`config.mk`:
```
export PLATFORM = sky130hd
export DESIGN_NAME = dac_update_ctrl
export DESIGN_NICKNAME = d
export VERILOG_FILES = /design/src/rtl/dacu_pkg.sv /design/src/rtl/dacu_reg_front.sv /design/src/rtl/dacu_serial_shifter.sv /design/src/rtl/dacu_ref_loader.sv /design/src/rtl/dac_update_ctrl.sv
export SDC_FILE = /design/constraint.sdc
export NUM_CORES = 1
export LEC_CHECK = 0
export BUFFER_PORTS_ARGS = -buffer_cell sky130_fd_sc_hd__buf_4
export CAP_MARGIN = 10
export CORE_ASPECT_RATIO = 0.6
export CORE_MARGIN = 2
export CORE_UTILIZATION = 60
export CTS_CLUSTER_DIAMETER = 150
export DETAILED_ROUTE_END_ITERATION = 6
export GPL_TIMING_DRIVEN = 0
export PLACE_DENSITY_LB_ADDON = 0.1
export RECOVER_POWER = 100
export SYNTH_ARGS = -nofsm -noshare
export SYNTH_HDL_FRONTEND = slang
export SYNTH_SLANG_ARGS = --single-unit
```
`constraint.sdc`:
```
create_clock -name clk -period 3.32 [get_ports clk]
set_input_delay 0.664 -clock clk [delete_from_list [all_inputs] [get_ports clk]]
set_output_delay 0.664 -clock clk [all_outputs]
set_load 0.01 [all_outputs]
```
`src/rtl/dacu_pkg.sv`:
```
package dacu_pkg;
   localparam int BUS_W      = 16;
   localparam int ST_REF_BIT = 1;
   localparam int ST_CH_BASE = 4;
   localparam logic [7:0] OFS_CTRL  = 8'h20;
   localparam logic [7:0] OFS_REFLD = 8'h2C;
   localparam logic [7:0] OFS_SET0  = 8'h38;
   localparam int REF_GO_BIT  = 7;
   localparam int REF_POS_BIT = 8;

   typedef enum logic [1:0] {
      SH_IDLE  = 2'd0,
      SH_SHIFT = 2'd1,
      SH_LATCH = 2'd2
   } sh_state_e;
endpackage

```
`src/rtl/dacu_reg_front.sv`:
```
module dacu_reg_front
   import dacu_pkg::*;
#(
   parameter int NCH = 4,
   parameter int DW  = 16,
   parameter int AW  = 8,
   localparam int CHW = $clog2(NCH)
) (
   input  logic                    clk,
   input  logic                    rst_n,
   input  logic                    wr_en,
   input  logic [AW-1:0]           wr_addr,
   input  logic [BUS_W-1:0]        wr_data,
   input  logic                    take_i,
   input  logic [CHW-1:0]          take_ch_i,
   output logic [NCH-1:0]          pend_valid_o,
   output logic [NCH-1:0][DW-1:0]  pend_code_o
);
   logic           ctrl_hit;
   logic [2:0]     ctrl_op;
   logic           sgn_q;
   logic [NCH-1:0] en_q;
   logic [DW-1:0]  code_in;

   assign ctrl_hit = wr_en && (wr_addr == AW'(OFS_CTRL));
   assign ctrl_op  = wr_data[6:4];
   assign code_in  = wr_data[DW-1:0] ^ {sgn_q, {(DW-1){1'b0}}};

   always_ff @(posedge clk) begin
      if (!rst_n) begin
         sgn_q <= 1'b0;
      end else if (ctrl_hit && ctrl_op == 3'd0) begin
         sgn_q <= wr_data[1];
      end
   end

   for (genvar ch = 0; ch < NCH; ch++) begin : g_chan
      logic set_hit;
      logic addr_hit;

      assign addr_hit = wr_en && (wr_addr == AW'(OFS_SET0 + 8'(2 * ch)));
      assign set_hit  = addr_hit && en_q[ch];

      always_ff @(posedge clk) begin
         if (!rst_n) begin
            en_q[ch] <= 1'b1;
         end else if (ctrl_hit && ctrl_op == 3'(ch + 2)) begin
            en_q[ch] <= wr_data[0];
         end
      end

      always_ff @(posedge clk) begin
         if (!rst_n) begin
            pend_valid_o[ch] <= 1'b0;
            pend_code_o[ch]  <= '0;
         end else begin
            if (take_i && take_ch_i == CHW'(ch)) begin
               pend_valid_o[ch] <= 1'b0;
            end
            if (set_hit) begin
               pend_valid_o[ch] <= 1'b1;
               pend_code_o[ch]  <= code_in;
            end
         end
      end


      ign_disabled_chk: assert property (@(posedge clk) disable iff (!rst_n)
         (addr_hit && !en_q[ch] && !pend_valid_o[ch]) |=> !pend_valid_o[ch]);
   end
endmodule

```
`src/rtl/dacu_serial_shifter.sv`:
```
module dacu_serial_shifter
   import dacu_pkg::*;
#(
   parameter int NCH = 4,
   parameter int DW  = 16,
   localparam int CHW = $clog2(NCH),
   localparam int CW  = $clog2(2 * DW)
) (
   input  logic                    clk,
   input  logic                    rst_n,
   input  logic [NCH-1:0]          pend_valid_i,
   input  logic [NCH-1:0][DW-1:0]  pend_code_i,
   output logic                    take_o,
   output logic [CHW-1:0]          take_ch_o,
   output logic [NCH-1:0]          active_o,
   output logic [NCH-1:0]          cs_n_o,
   output logic                    sclk_o,
   output logic                    sdata_o,
   output logic                    ld_o
);
   localparam logic [CW-1:0] LAST_CNT = CW'(2 * DW - 1);

   sh_state_e      state_q;
   logic [CHW-1:0] cur_q;
   logic [DW-1:0]  sreg_q;
   logic [CW-1:0]  cnt_q;
   logic           pick_v;
   logic [CHW-1:0] pick_ch;

   always_comb begin
      pick_v  = |pend_valid_i;
      pick_ch = '0;
      for (int i = NCH - 1; i >= 0; i--) begin
         if (pend_valid_i[i]) pick_ch = CHW'(i);
      end
   end

   assign take_o    = (state_q == SH_IDLE) && pick_v;
   assign take_ch_o = pick_ch;

   always_ff @(posedge clk) begin
      if (!rst_n) begin
         state_q <= SH_IDLE;
         cur_q   <= '0;
         sreg_q  <= '0;
         cnt_q   <= '0;
      end else begin
         case (state_q)
            SH_IDLE: begin
               if (pick_v) begin
                  state_q <= SH_SHIFT;
                  cur_q   <= pick_ch;
                  sreg_q  <= pend_code_i[pick_ch];
                  cnt_q   <= '0;
               end
            end
            SH_SHIFT: begin
               cnt_q <= cnt_q + 1'b1;
               if (cnt_q[0]) sreg_q <= sreg_q << 1;
               if (cnt_q == LAST_CNT) state_q <= SH_LATCH;
            end
            SH_LATCH: state_q <= SH_IDLE;
            default:  state_q <= SH_IDLE;
         endcase
      end
   end

   for (genvar ch = 0; ch < NCH; ch++) begin : g_sel
      assign active_o[ch] = (state_q != SH_IDLE) && (cur_q == CHW'(ch));
      assign cs_n_o[ch]   = !active_o[ch];
   end

   assign sclk_o  = (state_q == SH_SHIFT) && cnt_q[0];
   assign sdata_o = (state_q == SH_SHIFT) && sreg_q[DW-1];
   assign ld_o    = (state_q == SH_LATCH);


   cs_onehot_chk: assert property (@(posedge clk) disable iff (!rst_n)
      $onehot0(~cs_n_o));


   cur_hold_chk: assert property (@(posedge clk) disable iff (!rst_n)
      (state_q == SH_SHIFT && $past(state_q) == SH_SHIFT) |-> $stable(cur_q));


   ld_pulse_chk: assert property (@(posedge clk) disable iff (!rst_n)
      ld_o |=> !ld_o);


   sclk_alt_chk: assert property (@(posedge clk) disable iff (!rst_n)
      sclk_o |=> !sclk_o);
endmodule

```
`src/rtl/dacu_ref_loader.sv`:
```
module dacu_ref_loader
   import dacu_pkg::*;
#(
   parameter int REF_CYCLES = 8,
   parameter int AW         = 8,
   localparam int RW        = $clog2(REF_CYCLES)
) (
   input  logic             clk,
   input  logic             rst_n,
   input  logic             wr_en,
   input  logic [AW-1:0]    wr_addr,
   input  logic [BUS_W-1:0] wr_data,
   output logic             busy_o,
   output logic             pos_o,
   output logic             strobe_o
);
   logic          start;
   logic [RW-1:0] cnt_q;

   assign start = wr_en && (wr_addr == AW'(OFS_REFLD)) &&
                  wr_data[REF_GO_BIT] && !busy_o;

   always_ff @(posedge clk) begin
      if (!rst_n) begin
         busy_o <= 1'b0;
         pos_o  <= 1'b0;
         cnt_q  <= '0;
      end else if (start) begin
         busy_o <= 1'b1;
         pos_o  <= wr_data[REF_POS_BIT];
         cnt_q  <= RW'(REF_CYCLES - 1);
      end else if (busy_o) begin
         if (cnt_q == '0) busy_o <= 1'b0;
         else             cnt_q  <= cnt_q - 1'b1;
      end
   end

   assign strobe_o = busy_o && (cnt_q == '0);


   ref_end_chk: assert property (@(posedge clk) disable iff (!rst_n)
      strobe_o |=> !busy_o);


   pos_hold_chk: assert property (@(posedge clk) disable iff (!rst_n)
      (busy_o && !strobe_o) |=> (busy_o && $stable(pos_o)));
endmodule

```
`src/rtl/dac_update_ctrl.sv`:
```
module dac_update_ctrl
   import dacu_pkg::*;
#(
   parameter int NCH        = 4,
   parameter int DW         = 16,
   parameter int AW         = 8,
   parameter int REF_CYCLES = 8
) (
   input  logic             clk,
   input  logic             rst_n,
   input  logic             wr_en,
   input  logic [AW-1:0]    wr_addr,
   input  logic [15:0]      wr_data,
   output logic [15:0]      status_o,
   output logic [NCH-1:0]   dac_cs_n_o,
   output logic             dac_sclk_o,
   output logic             dac_sdata_o,
   output logic             dac_ld_o,
   output logic             ref_pos_o,
   output logic             ref_strobe_o
);
   localparam int CHW = $clog2(NCH);

   if (NCH != 2 && NCH != 4) begin : g_bad_nch
      $error("NCH must be 2 or 4");
   end
   if (DW < 2 || DW > BUS_W) begin : g_bad_dw
      $error("DW must lie in 2..16");
   end
   if (AW < 8) begin : g_bad_aw
      $error("AW must be at least 8");
   end
   if (REF_CYCLES < 2) begin : g_bad_ref
      $error("REF_CYCLES must be at least 2");
   end

   logic [NCH-1:0]          pend_valid;
   logic [NCH-1:0][DW-1:0]  pend_code;
   logic                    take;
   logic [CHW-1:0]          take_ch;
   logic [NCH-1:0]          active;
   logic                    ref_busy;

   dacu_reg_front #(.NCH(NCH), .DW(DW), .AW(AW)) front_i (
      .clk, .rst_n, .wr_en, .wr_addr, .wr_data,
      .take_i(take), .take_ch_i(take_ch),
      .pend_valid_o(pend_valid), .pend_code_o(pend_code)
   );

   dacu_serial_shifter #(.NCH(NCH), .DW(DW)) shift_i (
      .clk, .rst_n,
      .pend_valid_i(pend_valid), .pend_code_i(pend_code),
      .take_o(take), .take_ch_o(take_ch), .active_o(active),
      .cs_n_o(dac_cs_n_o), .sclk_o(dac_sclk_o),
      .sdata_o(dac_sdata_o), .ld_o(dac_ld_o)
   );

   dacu_ref_loader #(.REF_CYCLES(REF_CYCLES), .AW(AW)) ref_i (
      .clk, .rst_n, .wr_en, .wr_addr, .wr_data,
      .busy_o(ref_busy), .pos_o(ref_pos_o), .strobe_o(ref_strobe_o)
   );

   always_comb begin
      status_o             = '0;
      status_o[ST_REF_BIT] = ref_busy;
      for (int ch = 0; ch < NCH; ch++) begin
         status_o[ST_CH_BASE + ch] = pend_valid[ch] | active[ch];
      end
   end

   for (genvar ch = 0; ch < NCH; ch++) begin : g_chk

      busy_cover_chk: assert property (@(posedge clk) disable iff (!rst_n)
         !dac_cs_n_o[ch] |-> status_o[ST_CH_BASE + ch]);
   end
endmodule

```
After elaboration in Yosys (flattened, before gate mapping)
Index checks and enable logic that the tools add are counted.

storage, ports and cells
  flip-flop bits (word level) = 103
  input port bits = 27
  logic and storage cells = 131

operators by class
  add/subtract/negate cells = 2
  magnitude comparators = 1
  equal/unequal tests = 23
  muxes and demuxes = 28
  bitwise gates (word level) = 5
  reductions and logical operators = 52

operators by type and width
  kind                                                    number
  equality test 8 x 6 -> 1 bit (second input constant)    6
  2-to-1 mux 16 bit                                       3
  binary-select mux 16 bit (select 2 bit)                 1
  one-hot mux 16 bit (2 select lines)                     1
  logical AND 1 bit                                       29
  XOR 16 bit                                              1
  nonzero test 2 bit                                      7
  2-to-1 mux 2 bit                                        6
  2-to-1 mux 1 bit                                        11
  equality test 2 bit (second input constant)             5
  one-hot mux 5 bit (2 select lines)                      1
  2-to-1 mux 3 bit                                        3
  inequality test 2 x 1 -> 1 bit (second input constant)  4
  AND reduction 2 bit                                     4
  equality test 2 x 1 -> 1 bit (second input constant)    3
  equality test 3 x 2 -> 1 bit (second input constant)    2
  equality test 3 bit (second input constant)             2
  logical NOT 2 bit                                       3
  logical NOT 3 bit                                       2
  adder 5 x 1 -> 5 bit (second input constant)            1
  equality test 5 bit (second input constant)             1
  logical NOT 1 bit                                       5
  2-to-1 mux 5 bit                                        1
  OR 1 bit                                                4
  5 further kinds                                         5

Depth between registers and ports, before layout
Gate-level depths: netlist of run 1.

  depth in word-level cells = 8
  mapped depth = 7

By module
From an unflattened synthesis of run 1, not the netlist that was laid out.

unflattened totals
  cells, all modules = 544
  area, all modules = 5024.8 um^2

modules (own cells, without submodules)
  module               times used  cells an instance  area an instance (um^2)
  dacu_reg_front       1           278                2891.5
  dacu_serial_shifter  1           216                1740.4
  dacu_ref_loader      1           33                 274.0
  dac_update_ctrl      1           17                 118.9

Worst setup path after synthesis of run 1
OpenSTA, ideal clock, no wires.

  path kind = in2reg
  from = input port wr_addr[6]
  to = register front_i.pend_code_o[43] (netlist bit)
  library setup time = 0.129 ns
  arrival time = 1.565 ns
  required time = 3.191 ns
  path slack = 1.625 ns
  stages on the path = 5
  buffers on the path = 1
  path through = and4bb_2 > nand4_1 > clkbuf_1 > nand3_1 > o21ai_0

between the ends
  word-level cells in the longest chain between the ends = 3

ends and longest elaborated chain
  what                           line                   source
  start, declared                dac_update_ctrl.sv:12  input logic [AW-1:0] wr_addr,
  equality test 8 x 6 -> 1 bit   dacu_reg_front.sv:41   assign addr_hit = wr_en && (wr_addr == AW'(OFS_SET0 + 8'(2 * ch)));
  logical AND 1 bit              dacu_reg_front.sv:41
  logical AND 1 bit              dacu_reg_front.sv:42   assign set_hit = addr_hit && en_q[ch];
  end signal, assigned by index  dacu_reg_front.sv:62   pend_code_o[ch] <= code_in;
  end, declared                  dacu_reg_front.sv:17   output logic [NCH-1:0][DW-1:0] pend_code_o

No other way between the ends.
A chain may end at the register's enable or synchronous reset.

Worst setup path in the final report of run 1
  from = input port wr_addr[1]
  to = register front_i.pend_code_o[13] (netlist bit)

Same word-level chain as after synthesis.

==> results of run 1 <==
worst max-delay path by stage:
| stage | start | end | slack, ns | depth (start not counted) |
|---|---|---|---|---|
| detailed placement | wr_addr[6] | front_i.pend_code_o[23] | 1.12 | 6 |
| finish | wr_addr[1] | front_i.pend_code_o[13] | 0.86 | 6 |
| CTS | shift_i.state_q[1] | dac_sdata_o | 1.04 | 4 |
| global placement | wr_addr[6] | front_i.pend_code_o[26] | 1.19 | 6 |
| floorplan | wr_addr[6] | front_i.pend_code_o[43] | 1.63 | 5 |
| global route | wr_addr[1] | front_i.pend_code_o[13] | 0.74 | 6 |
cell families after synthesis:
kind of cell | share of synthesized area, %
compound gates | 21.5
simple gates | 22.6
fa+ha+maj | 1.09
mux | 1.12
flops | 44.8
other cells | 0.0815
xor+xnor | 0.571
buf+inv | 8.22
worst reg2reg max path: stages (launching register included):
cell and delay, ns:
dfxtp_1 0.30, clkbuf_1 0.36, clkbuf_1 0.39, o21ai_0 0.26, a221oi_1 0.55, o32ai_1 0.18
synthesized netlist by cell type (all sizes together), types with 5 or more instances:
cell      n
a21boi   11
a21o     15
a21oi     5
a221oi   15
buf      36
clkbuf   18
dfxtp   103
inv      21
nand2    60
nand2b    8
nand3    74
nand4     7
nor2     24
nor2b     5
o21ai    88
o32ai    15
state kept, by name (all words and copies together) (netlist names):
signal,cells
ref_i.busy_o,1
front_i.pend_code_o,64
shift_i.cur_q,2
shift_i.state_q,2
front_i.en_q,4
ref_i.pos_o,1
front_i.pend_valid_o,4
ref_i.cnt_q,3
front_i.sgn_q,1
shift_i.sreg_q,16
shift_i.cnt_q,5
power by group:
group	leakage (nW)	switching, mW	internal, mW
clock	0.132	0.432	0.540
sequential	0.829	0.000804	1.24
combinational	1.13	0.0717	0.0435
layer usage:
layer	track usage (%)	vias up	share of wire [%]
met3	8.97	26	11
met2	47.0	254	43
met1	48.2	2103	44
met4	6.27	0	1.3
li1	-	2028	-
met5	0	-	0
stage by stage:
stage	setup WS [ns]	hold WS (ns)	std cells	total power, mW	cell area [um^2]
after detailed placement	1.12	0.444	700	1.38	5060
final	0.862	0.452	714	2.32	5240
after floorplan	1.63	0.424	557	1.33	4640
after global routing	0.740	0.471	714	2.39	5240
after CTS	1.04	0.454	714	2.33	5330
after global placement	1.19	0.440	700	1.38	5060
layout make-up:
cell class | instances | area (um^2)
inverters | 21 | 78.8
plain buffers | 54 | 292
fillers | 619 | 2110
clock inverters | 1 | 5.00
well taps | 104 | 130
flip-flops and latches | 103 | 2060
repair buffers | 39 | 240
clock buffers | 13 | 260
multi-input cells | 379 | 2180
==> results.tsv, run 1 <==
stage	metric	value	unit
floorplanning	std_cell_rows	24	
placement	dp.final_hpwl	9190	um
clocking	clk_pin_slew_worst_paths	0.06	ns
drt	drtIter0Drc	466	
yosys	synth-edff-count	0	
setup_path	crit-reg2reg-capture	shift_i.sreg_q[7]	
floorplanning	dieHeight	71.8	um
cells_and_area	final_core_util	71.3	%
grt	globalRoute.totalOverflow	0	
floorplanning	io_pins	52	
timing	maxSlewViolCount	0	
yosys	synth.largest_area_cell	dfxtp_1	
setup_path	worst_r2r_path_depth	5	
grt	grt_start_max_net_pins	15	
setup_path	timing.rr.start	front_i.pend_valid_o[2]	
cells_and_area	finalNetCount	638	
grt	number_of_antenna_violations_at_the_first_check_in_global_routing	0	
setup_path	largest_driver_fanout_on_the_critical_path	10	
clocking	cts_root_buf	clkbuf_16	
clocking	clock_sink_count	103	
power_and_ir_drop	p_leak	2.09	nW
floorplanning	die_area	0.00841	mm^2
timing	max_freq	407	MHz
cells_and_area	most_common_library_cell_in_the_layout_ignoring_fill_and_taps	dfxtp_1	
min_path	hold_path_depth	1	
timing	final.setup_skew	0.00535	ns
min_path	holdPathEnd	shift_i.cnt_q[3]	
setup_path	timing.critical_path.arrival	2.67	ns
clocking	cts_hold_repair.buffers	0	
setup_path	setup.worst_path.class	input pin to register	
clocking	cts-buffers-inserted	9	
cells_and_area	top_library_cells_by_usage_in_the_layout_fill_and_taps_aside	103 x dfxtp_1, 88 x o21ai_0, 73 x nand3_1	
power_and_ir_drop	vdd_ir_drop_max	0.276	mV
setup_path	cp_num_buf_inv	2	
power_and_ir_drop	cellPowerDensity	443	mW/mm^2
grt	groute.usage.overall	32.3	%
cells_and_area	layout-drive-gt1-share	11.3	%
yosys	synth_largest_type_area_fraction	44.8	%
timing	fin_setup_tns	0	ns
yosys	synth.area.top_cells	dfxtp_1 45%, o21ai_0 9.6%, nand3_1 7.9%	
setup_path	worstPathCellList	clkbuf_1 > nor4b_1 > nand4_2 > clkbuf_1 > nand3_1 > o21ai_0	
drt	dr_wl_cell	18.1	um
setup_path	start_kind	input pin	
floorplanning	core_area	0.00736	mm^2
yosys	avgSynthCellArea	8.41	um^2
setup_path	crit_path_frequent_cell	clkbuf_1	
yosys	postSynth.asyncResetShare	0	%
placement	finalWeightedCongestion	0.917	
cells_and_area	syn_to_final_growth	14.0	%
setup_path	timing.critical_path.slowest_cell_delay	0.90	ns
drt	via_count	4411	
yosys	postSynthCellCount	547	
setup_path	cp_data_required_time	3.54	ns
setup_path	reg2reg_slack	1.13	ns
drt	postRouteAntennaNets	0	
clocking	post_cts_resize_count	0	
setup_path	timing.critical_path.to_type	register	
yosys	yosysWarningCount	0	
timing	max_slew.worst_pin.slew	1.02	ns
clocking	clock_path_buffers	2	
setup_path	timing.critical_path.max_delay_family	simple AND/OR/NAND/NOR gates	
timing	finalHoldViolations	0	
run_status	outcome	completed	
yosys	synth_top_flop_cell	dfxtp_1	
floorplanning	initial_util	62.5	%
cells_and_area	antenna_cells	0	
flow_run	maxCapViolCount	0	
drt	routed_wirelength	12900	um
timing	timing.final.crit_period	2.46	ns
timing	setup_viol	0	
min_path	worstHoldStart	shift_i.cnt_q[3]	
yosys	ys_types	50	
grt	first_global_vias	3903	
placement	port_buffers	39	
drt	detail_route.first_pass.iterations	5	
clocking	cts_tree	done	
grt	global_route_wire_length_before_repair	20400	um
yosys	ys_seq_area_share	44.8	%
clocking	worst_skew_pair_latency	0.35	ns
drt	drc	0	
timing	slew_headroom	30.7	%
floorplanning	floorplan.die.width	117	um
clocking	cts.htree.levels	3	
drt	routed_via_density	6.18	
yosys	ys_seq_elements	103	
setup_path	timing.critical_path.slowest_stage_cell	nor4b_1	
clocking	cts_post_setup_buffers_inserted	0	
timing	rsz0062_at_grt	no	
yosys	synth.cell_area	0.00460	mm^2
timing	final_worst_path_cycle_share	74.0	%
min_path	hold_path_class	register to register	
Power figures use the tool's default switching activity.
==> run 2: changes to the inputs <==
--- a/config.mk
+++ b/config.mk
@@ -5,11 +5,12 @@
 export SDC_FILE = /design/constraint.sdc
 export NUM_CORES = 1
 export LEC_CHECK = 0
+export ABC_AREA = 1
 export BUFFER_PORTS_ARGS = -buffer_cell sky130_fd_sc_hd__buf_4
 export CAP_MARGIN = 10
 export CORE_ASPECT_RATIO = 0.6
 export CORE_MARGIN = 2
-export CORE_UTILIZATION = 60
+export CORE_UTILIZATION = 59
 export CTS_CLUSTER_DIAMETER = 150
 export DETAILED_ROUTE_END_ITERATION = 6
 export GPL_TIMING_DRIVEN = 0
==> constraint.sdc (replaced) <==
create_clock -name clk -period 2.6 [get_ports clk]
set_input_delay 0.52 -clock clk [delete_from_list [all_inputs] [get_ports clk]]
set_output_delay 0.52 -clock clk [all_outputs]
set_load 0.01 [all_outputs]
==> results.tsv, run 2 <==
stage	metric	value	unit	change
run_status	outcome	completed		
power_and_ir_drop	vdd_ir_drop_max	0.373	mV	+35%
timing	timing.final.crit_period	2.16	ns	
flow_run	maxCapViolCount	0		unchanged
setup_path	largest_driver_fanout_on_the_critical_path	10		unchanged
drt	dr_wl_cell	16.5	um	-9.1%
cells_and_area	multi_input_area	0.00234	mm^2	+7.4%
timing	max_slew.worst_pin.slew	0.666	ns	-0.358 ns
timing	setup_viol	0		unchanged
drt	routed_wirelength	14900	um	+15%
power_and_ir_drop	p_leak	2.53	nW	+21%
timing	slew_headroom	55.6	%	+25 points
setup_path	timing.critical_path.slowest_stage_cell	dfxtp_1		
yosys	netlist_top_cells_count	127 x nand2_1, 103 x dfxtp_1, 91 x inv_1, 81 x nand3_1, 77 x a21oi_1		
yosys	synth_top_flop_cell	dfxtp_1		
cells_and_area	syn_to_final_growth	11.0	%	
setup_path	cp_data_required_time	2.08	ns	-1.46 ns
placement	dpl_cell_area	0.00562	mm^2	+11%
drt	drtIter0Drc	565		+21%
clocking	clk_pin_slew_worst_paths	0.07	ns	about the same
yosys	postSynthCellCount	731		+34%
cells_and_area	design_area	0.00572	mm^2	+9.2%
cells_and_area	fillers	782		+26%
placement	dp.final_hpwl	10900	um	+19%
yosys	yosys.cell_count.top_type	nand2_1		
timing	final.setup_skew	0.00559	ns	+0.000236 ns
yosys	ys_seq_elements	103		unchanged
clocking	cts_root_buf	clkbuf_16		
yosys	postSynth.asyncResetShare	0	%	unchanged
floorplanning	floorplan.die.width	125	um	+6.6%
cells_and_area	top_library_cells_by_usage_in_the_layout_fill_and_taps_aside	128 x nand2_1, 103 x dfxtp_1, 91 x inv_1		
cells_and_area	finalNetCount	821		+29%
min_path	worstHoldStart	wr_data[9]		
timing	maxSlewViolCount	0		unchanged
min_path	hold_path_class	input pin to register		
clocking	clock_sink_count	103		unchanged
min_path	hold_path_depth	3		+2
floorplanning	initial_util	60.8	%	-1.8 points
cells_and_area	layout.area.seq	0.00206	mm^2	unchanged
yosys	ys_seq_area_share	40.0	%	-4.9 points
timing	final_worst_path_cycle_share	83.3	%	
yosys	yosysWarningCount	0		unchanged
cells_and_area	layout-drive-gt1-share	11.6	%	+0.28 points
floorplanning	std_cell_rows	26		+8.3%
yosys	synth.area.top_cells	dfxtp_1 40%, nand2_1 9.2%, nand3_1 7.9%		
timing	max_freq	462	MHz	
cells_and_area	most_common_library_cell_in_the_layout_ignoring_fill_and_taps	nand2_1		
power_and_ir_drop	design_power_total	3.13	mW	+35%
drt	drc	0		unchanged
setup_path	timing.critical_path.to_type	output pin		
setup_path	worstPathCellList	nor2_8 > inv_2 > clkbuf_1 > nor2_1 > buf_4		
clocking	cts.htree.levels	3		unchanged
floorplanning	dieHeight	76.4	um	+6.4%
floorplanning	io_pins	52		unchanged
setup_path	worst_r2r_path_depth	7		+2
grt	grt_start_max_net_pins	16		+1
grt	globalRoute.totalOverflow	0		unchanged
drt	via_count	5027		+14%
yosys	ys_types	38		-24%
yosys	synth_largest_type_area_fraction	40.0	%	-4.9 points
timing	hold_ws	0.446	ns	-0.00589 ns
setup_path	start_kind	register		
cells_and_area	antenna_cells	0		unchanged
floorplanning	die_area	0.00953	mm^2	+13%
drt	postRouteAntennaNets	0		unchanged
grt	first_global_vias	4670		+20%
drt	routed_via_density	5.55		-10%
placement	numPlacedInstances	891		+27%
placement	finalWeightedCongestion	0.971		+6.0%
timing	rsz0062_at_grt	no		
cells_and_area	largest_register_ff_count	64		unchanged
timing	finalHoldViolations	0		unchanged
power_and_ir_drop	cellPowerDensity	547	mW/mm^2	+23%
placement	port_buffers	38		-2.6%
min_path	holdPathEnd	front_i.pend_code_o[25]		
setup_path	timing.critical_path.arrival	1.64	ns	-1.03 ns
setup_path	reg2reg_slack	0.63	ns	-0.50 ns
placement	place_ws	0.645	ns	-0.478 ns
clocking	worst_skew_pair_latency	0.35	ns	about the same
cells_and_area	final_core_util	67.4	%	-3.9 points
clocking	cts_tree	done		
yosys	synth.largest_area_cell	dfxtp_1		
clocking	cts_hold_repair.buffers	0		unchanged
floorplanning	core_area	0.00849	mm^2	+15%
setup_path	setup.worst_path.class	register to output pin		
timing	fin_setup_tns	0	ns	unchanged
setup_path	timing.rr.start	front_i.pend_valid_o[0]		
yosys	synth-edff-count	0		unchanged
grt	global_route_wire_length_before_repair	23800	um	+17%
setup_path	crit-reg2reg-capture	shift_i.cnt_q[2]		
timing	worst_slack	0.435	ns	-0.427 ns
grt	number_of_antenna_violations_at_the_first_check_in_global_routing	0		unchanged
grt	groute.usage.overall	31.6	%	-0.62 points
cells_and_area	largest_register	front_i.pend_code_o		
cells_and_area	reg.largest.list	front_i.pend_code_o: 64 flops, shift_i.sreg_q: 16 flops, shift_i.cnt_q: 5 flops		
setup_path	timing.critical_path.slowest_cell_delay	0.50	ns	-0.40 ns
drt	detail_route.first_pass.iterations	5		unchanged
clocking	post_cts_resize_count	0		unchanged
yosys	avgSynthCellArea	7.06	um^2	-16%
cells_and_area	stdcell_count	906		+27%
clocking	cts-buffers-inserted	9		unchanged
clocking	cts_post_setup_buffers_inserted	0		unchanged
clocking	clock_path_buffers	2		unchanged
yosys	synth.cell_area	0.00516	mm^2	+12%
[run 2: changes by cell type in the layout (fill, tap and decap cells not counted), moves of 11 or more]
cell	delta
a21oi_1	+72
inv_1	+70
nand2_1	+68
nor2_1	+42
o21ai_0	-23
a21o_1	-15
a221oi_1	-15
o32ai_1	-15
nand3_1	+12
a21boi_0	-11
[run 2: kinds of logic (layout without fill, tap and decap cells)]
group / Yosys count / count (layout) / synth area share, %
DFF: 103 / 103 / 40.0
xor gates and xnor gates: 4 / 4 / 0.679
adders and majority gates: 4 / 4 / 0.970
and+or+nand+nor: 316 / 316 / 29.5
buffers and inverters: 149 / 202 / 13.4
other: 1 / 11 / 0.0727
AOI/OAI and AO/OA: 154 / 154 / 15.4
[run 2: how the worst max path moves through the flow]
stage,from,slack (ns),endpoint,cells after the start
3_3_place_gp,rst_n,0.69,front_i.en_q[0],4
4_1_cts,shift_i.state_q[1],0.41,status_o[4],5
2_1_floorplan,shift_i.state_q[1],1.08,status_o[6],4
3_5_place_dp,rst_n,0.65,front_i.pend_code_o[25],5
6_report,shift_i.state_q[1],0.44,dac_sdata_o,5
5_1_grt,shift_i.state_q[1],0.27,dac_sdata_o,5
[run 2: area by class of cell]
cell class,count,share of cell area (%)
flip-flops and latches,103,36.0
multi-input cells,489,40.8
clock inverters,3,0.743
repair buffers,38,4.13
inverters,98,6.47
well taps,112,2.45
clock buffers,12,4.48
plain buffers,51,4.90
[run 2: report_power, final]
part	switching, mW	total (mW)	internal [mW]
Combinational	0.109	0.166	0.0574
Sequential	0.00193	1.58	1.58
Clock	0.590	1.38	0.793
[run 2: worst max-delay path, delay by kind of cell (launching register included)]
family,cells,cell delay (ns)
flops,1,0.50
buf+inv,3,0.61
simple gates,2,0.18
[run 2: per-layer routing]
layer | part of all wire, % | wire length, um | track usage, %
met1 | 45 | 6680 | 45.7
met5 | 0 | 0 | 0
met2 | 42 | 6300 | 47.4
met3 | 11 | 1690 | 7.94
met4 | 1.7 | 253 | 8.09
==> run 3: changes to the inputs <==
==> constraint.sdc (replaced) <==
create_clock -name clk -period 2.1 [get_ports clk]
set_input_delay 0.42 -clock clk [delete_from_list [all_inputs] [get_ports clk]]
set_output_delay 0.42 -clock clk [all_outputs]
set_load 0.01 [all_outputs]
==> results.tsv, run 3 (same netlist as run 2, synthesis figures left out) <==
stage	metric	value	unit	change
timing	rsz0062_at_grt	no		
cells_and_area	largest_register_ff_count	64		unchanged
cells_and_area	reg.largest.list	front_i.pend_code_o: 64 flops, shift_i.sreg_q: 16 flops, shift_i.cnt_q: 5 flops		
drt	drc	0		unchanged
floorplanning	io_pins	52		unchanged
floorplanning	std_cell_rows	26		unchanged
min_path	hold_path_class	input pin to register		
grt	first_global_vias	4670		unchanged
timing	final_worst_path_cycle_share	91.4	%	
timing	finalHoldViolations	0		unchanged
placement	dp.final_hpwl	10900	um	unchanged
cells_and_area	syn_to_final_growth	11.6	%	
placement	port_buffers	38		unchanged
cells_and_area	design_area	0.00576	mm^2	+0.57%
setup_path	reg2reg_slack	0.21	ns	-0.42 ns
flow_run	maxCapViolCount	0		unchanged
clocking	worst_skew_pair_latency	0.35	ns	about the same
setup_path	worst_r2r_path_depth	7		unchanged
drt	postRouteAntennaNets	0		unchanged
timing	max_slew.worst_pin.slew	0.669	ns	+0.00273 ns
grt	globalRoute.totalOverflow	0		unchanged
power_and_ir_drop	comb_power_share	5.4	%	about the same
setup_path	timing.critical_path.slowest_cell_delay	0.50	ns	about the same
setup_path	timing.critical_path.arrival	1.50	ns	-0.14 ns
drt	dr_wl_cell	16.5	um	+0.11%
clocking	cts_post_setup_buffers_inserted	0		unchanged
clocking	cts_root_buf	clkbuf_16		
floorplanning	floorplan.die.width	125	um	unchanged
power_and_ir_drop	clock_power_share	44.0	%	-0.2 points
setup_path	setup.worst_path.class	register to output pin		
setup_path	timing.critical_path.slowest_stage_cell	dfxtp_1		
timing	slew_headroom	55.4	%	-0.18 points
run_status	outcome	completed		
setup_path	largest_driver_fanout_on_the_critical_path	10		unchanged
power_and_ir_drop	int_pwr	3.01	mW	+24%
min_path	holdPathEnd	front_i.pend_code_o[25]		
clocking	clock_sink_count	103		unchanged
power_and_ir_drop	p_seq_share	50.7	%	+0.2 points
grt	groute.usage.overall	31.6	%	unchanged
setup_path	cp_data_required_time	1.68	ns	-0.40 ns
cells_and_area	most_common_library_cell_in_the_layout_ignoring_fill_and_taps	nand2_1		
floorplanning	die_area	0.00953	mm^2	unchanged
timing	fin_setup_tns	0	ns	unchanged
power_and_ir_drop	p_leak	2.54	nW	+0.55%
cells_and_area	largest_register	front_i.pend_code_o		
clocking	clock_path_buffers	2		unchanged
clocking	clk_pin_slew_worst_paths	0.07	ns	about the same
setup_path	timing.rr.start	front_i.pend_valid_o[0]		
min_path	hold_path_depth	3		unchanged
clocking	cts_tree	done		
drt	routed_via_density	5.59		+0.76%
setup_path	start_kind	register		
grt	number_of_antenna_violations_at_the_first_check_in_global_routing	0		unchanged
drt	via_count	5065		+0.76%
drt	routed_wirelength	14900	um	+0.11%
clocking	cts-buffers-inserted	9		unchanged
cells_and_area	finalNetCount	821		unchanged
timing	timing.final.crit_period	1.92	ns	
floorplanning	core_area	0.00849	mm^2	unchanged
grt	grt_start_max_net_pins	16		unchanged
timing	maxSlewViolCount	0		unchanged
power_and_ir_drop	vdd_ir_drop_max	0.460	mV	+23%
setup_path	timing.critical_path.to_type	output pin		
setup_path	crit-reg2reg-capture	shift_i.sreg_q[8]		
placement	finalWeightedCongestion	0.971		unchanged
drt	detail_route.first_pass.iterations	5		unchanged
cells_and_area	fillers	777		-0.64%
min_path	worstHoldStart	wr_data[9]		
power_and_ir_drop	switchingPower	0.857	mW	+22%
floorplanning	dieHeight	76.4	um	unchanged
power_and_ir_drop	power_switching_share	22.2	%	-0.20 points
power_and_ir_drop	cellPowerDensity	672	mW/mm^2	+23%
floorplanning	initial_util	60.8	%	unchanged
timing	setup_viol	0		unchanged
timing	max_freq	521	MHz	
timing	final.setup_skew	0.00563	ns	+0.0000367 ns
drt	drtIter0Drc	572		+1.2%
grt	global_route_wire_length_before_repair	23800	um	unchanged
cells_and_area	top_library_cells_by_usage_in_the_layout_fill_and_taps_aside	128 x nand2_1, 102 x dfxtp_1, 91 x inv_1		
cells_and_area	antenna_cells	0		unchanged
clocking	cts.htree.levels	3		unchanged
placement	dpl_cell_area	0.00562	mm^2	unchanged
cells_and_area	layout-drive-gt1-share	12.7	%	+1.1 points
setup_path	worstPathCellList	nor2_8 > inv_2 > clkbuf_2 > nor2_1 > buf_4		
==> run 3: cell types whose count changed in the layout (fill, tap and decap cells not counted), sizes merged <==
| cell | previous run | this run |
|---|---|---|
| buf | 53 | 54 |
| clkbuf | 48 | 47 |
| clkinv | 3 | 2 |
| clkinvlp | 1 | 2 |
==> run 3: metal layers <==
metal  track usage (%)  wire length, um  vias up
li1                  -                -     2435
met1              45.7             6730     2331
met2              47.4             6340      272
met3              7.94             1640       27
met4              8.09              229        0
met5                 0                0        -
==> run 3: critical path: cells and delay by family, from the launching register on <==
family | cells | cell delay (ns)
buffers and inverters | 3 | 0.47
and+or+nand+nor | 2 | 0.17
DFF | 1 | 0.50
==> run 3: worst max path at each step <==
stage                                   from                 endpoint
after detailed placement               rst_n  front_i.pend_code_o[25]
final                     shift_i.state_q[1]              dac_sdata_o
after global routing      shift_i.state_q[1]              dac_sdata_o
after CTS                 shift_i.state_q[1]              status_o[4]
after global placement                 rst_n          front_i.en_q[0]
after floorplan           shift_i.state_q[1]              status_o[6]
==> run 3: area by class of cell <==
| cell class | instances | area [um^2] | share of cell area (%) |
|---|---|---|---|
| Multi-Input combinational cell | 489 | 2360 | 40.9 |
| Sequential cell | 103 | 2060 | 35.8 |
| Inverter | 98 | 374 | 6.50 |
| Buffer | 51 | 284 | 4.93 |
| Clock buffer | 12 | 256 | 4.46 |
| Timing Repair Buffer | 38 | 240 | 4.17 |
| Tap cell | 112 | 140 | 2.43 |
| Clock inverter | 3 | 42.5 | 0.739 |
==> run 3: timing repair <==
item | CTS | global route
hold buffers | 0 | 0
setup endpoints to repair | 0 | 3
resized for setup | 0 | 3
==> run 3: power groups by stage <==
stage	clock [mW]	combinational [mW]	sequential, mW
2_1_floorplan	0	0.110	2.00
3_3_place_gp	0	0.206	2.00
3_5_place_dp	0	0.210	2.00
4_1_cts	1.70	0.212	1.96
5_1_grt	1.78	0.223	1.96
6_report	1.70	0.208	1.96
==> run 3: metrics by stage <==
stage                     power (mW)  setup slack [ns]  hold WS [ns]  utilization, %  cells
final                           3.87             0.181         0.346            67.8    906
after global routing            3.96            0.0414         0.373            67.8    906
after CTS                       3.87            0.0119         0.348            69.7    906
after detailed placement        2.21             0.245         0.440            66.2    891
after global placement          2.21             0.294         0.433            66.2    891
after floorplan                 2.11             0.683         0.424               -    741
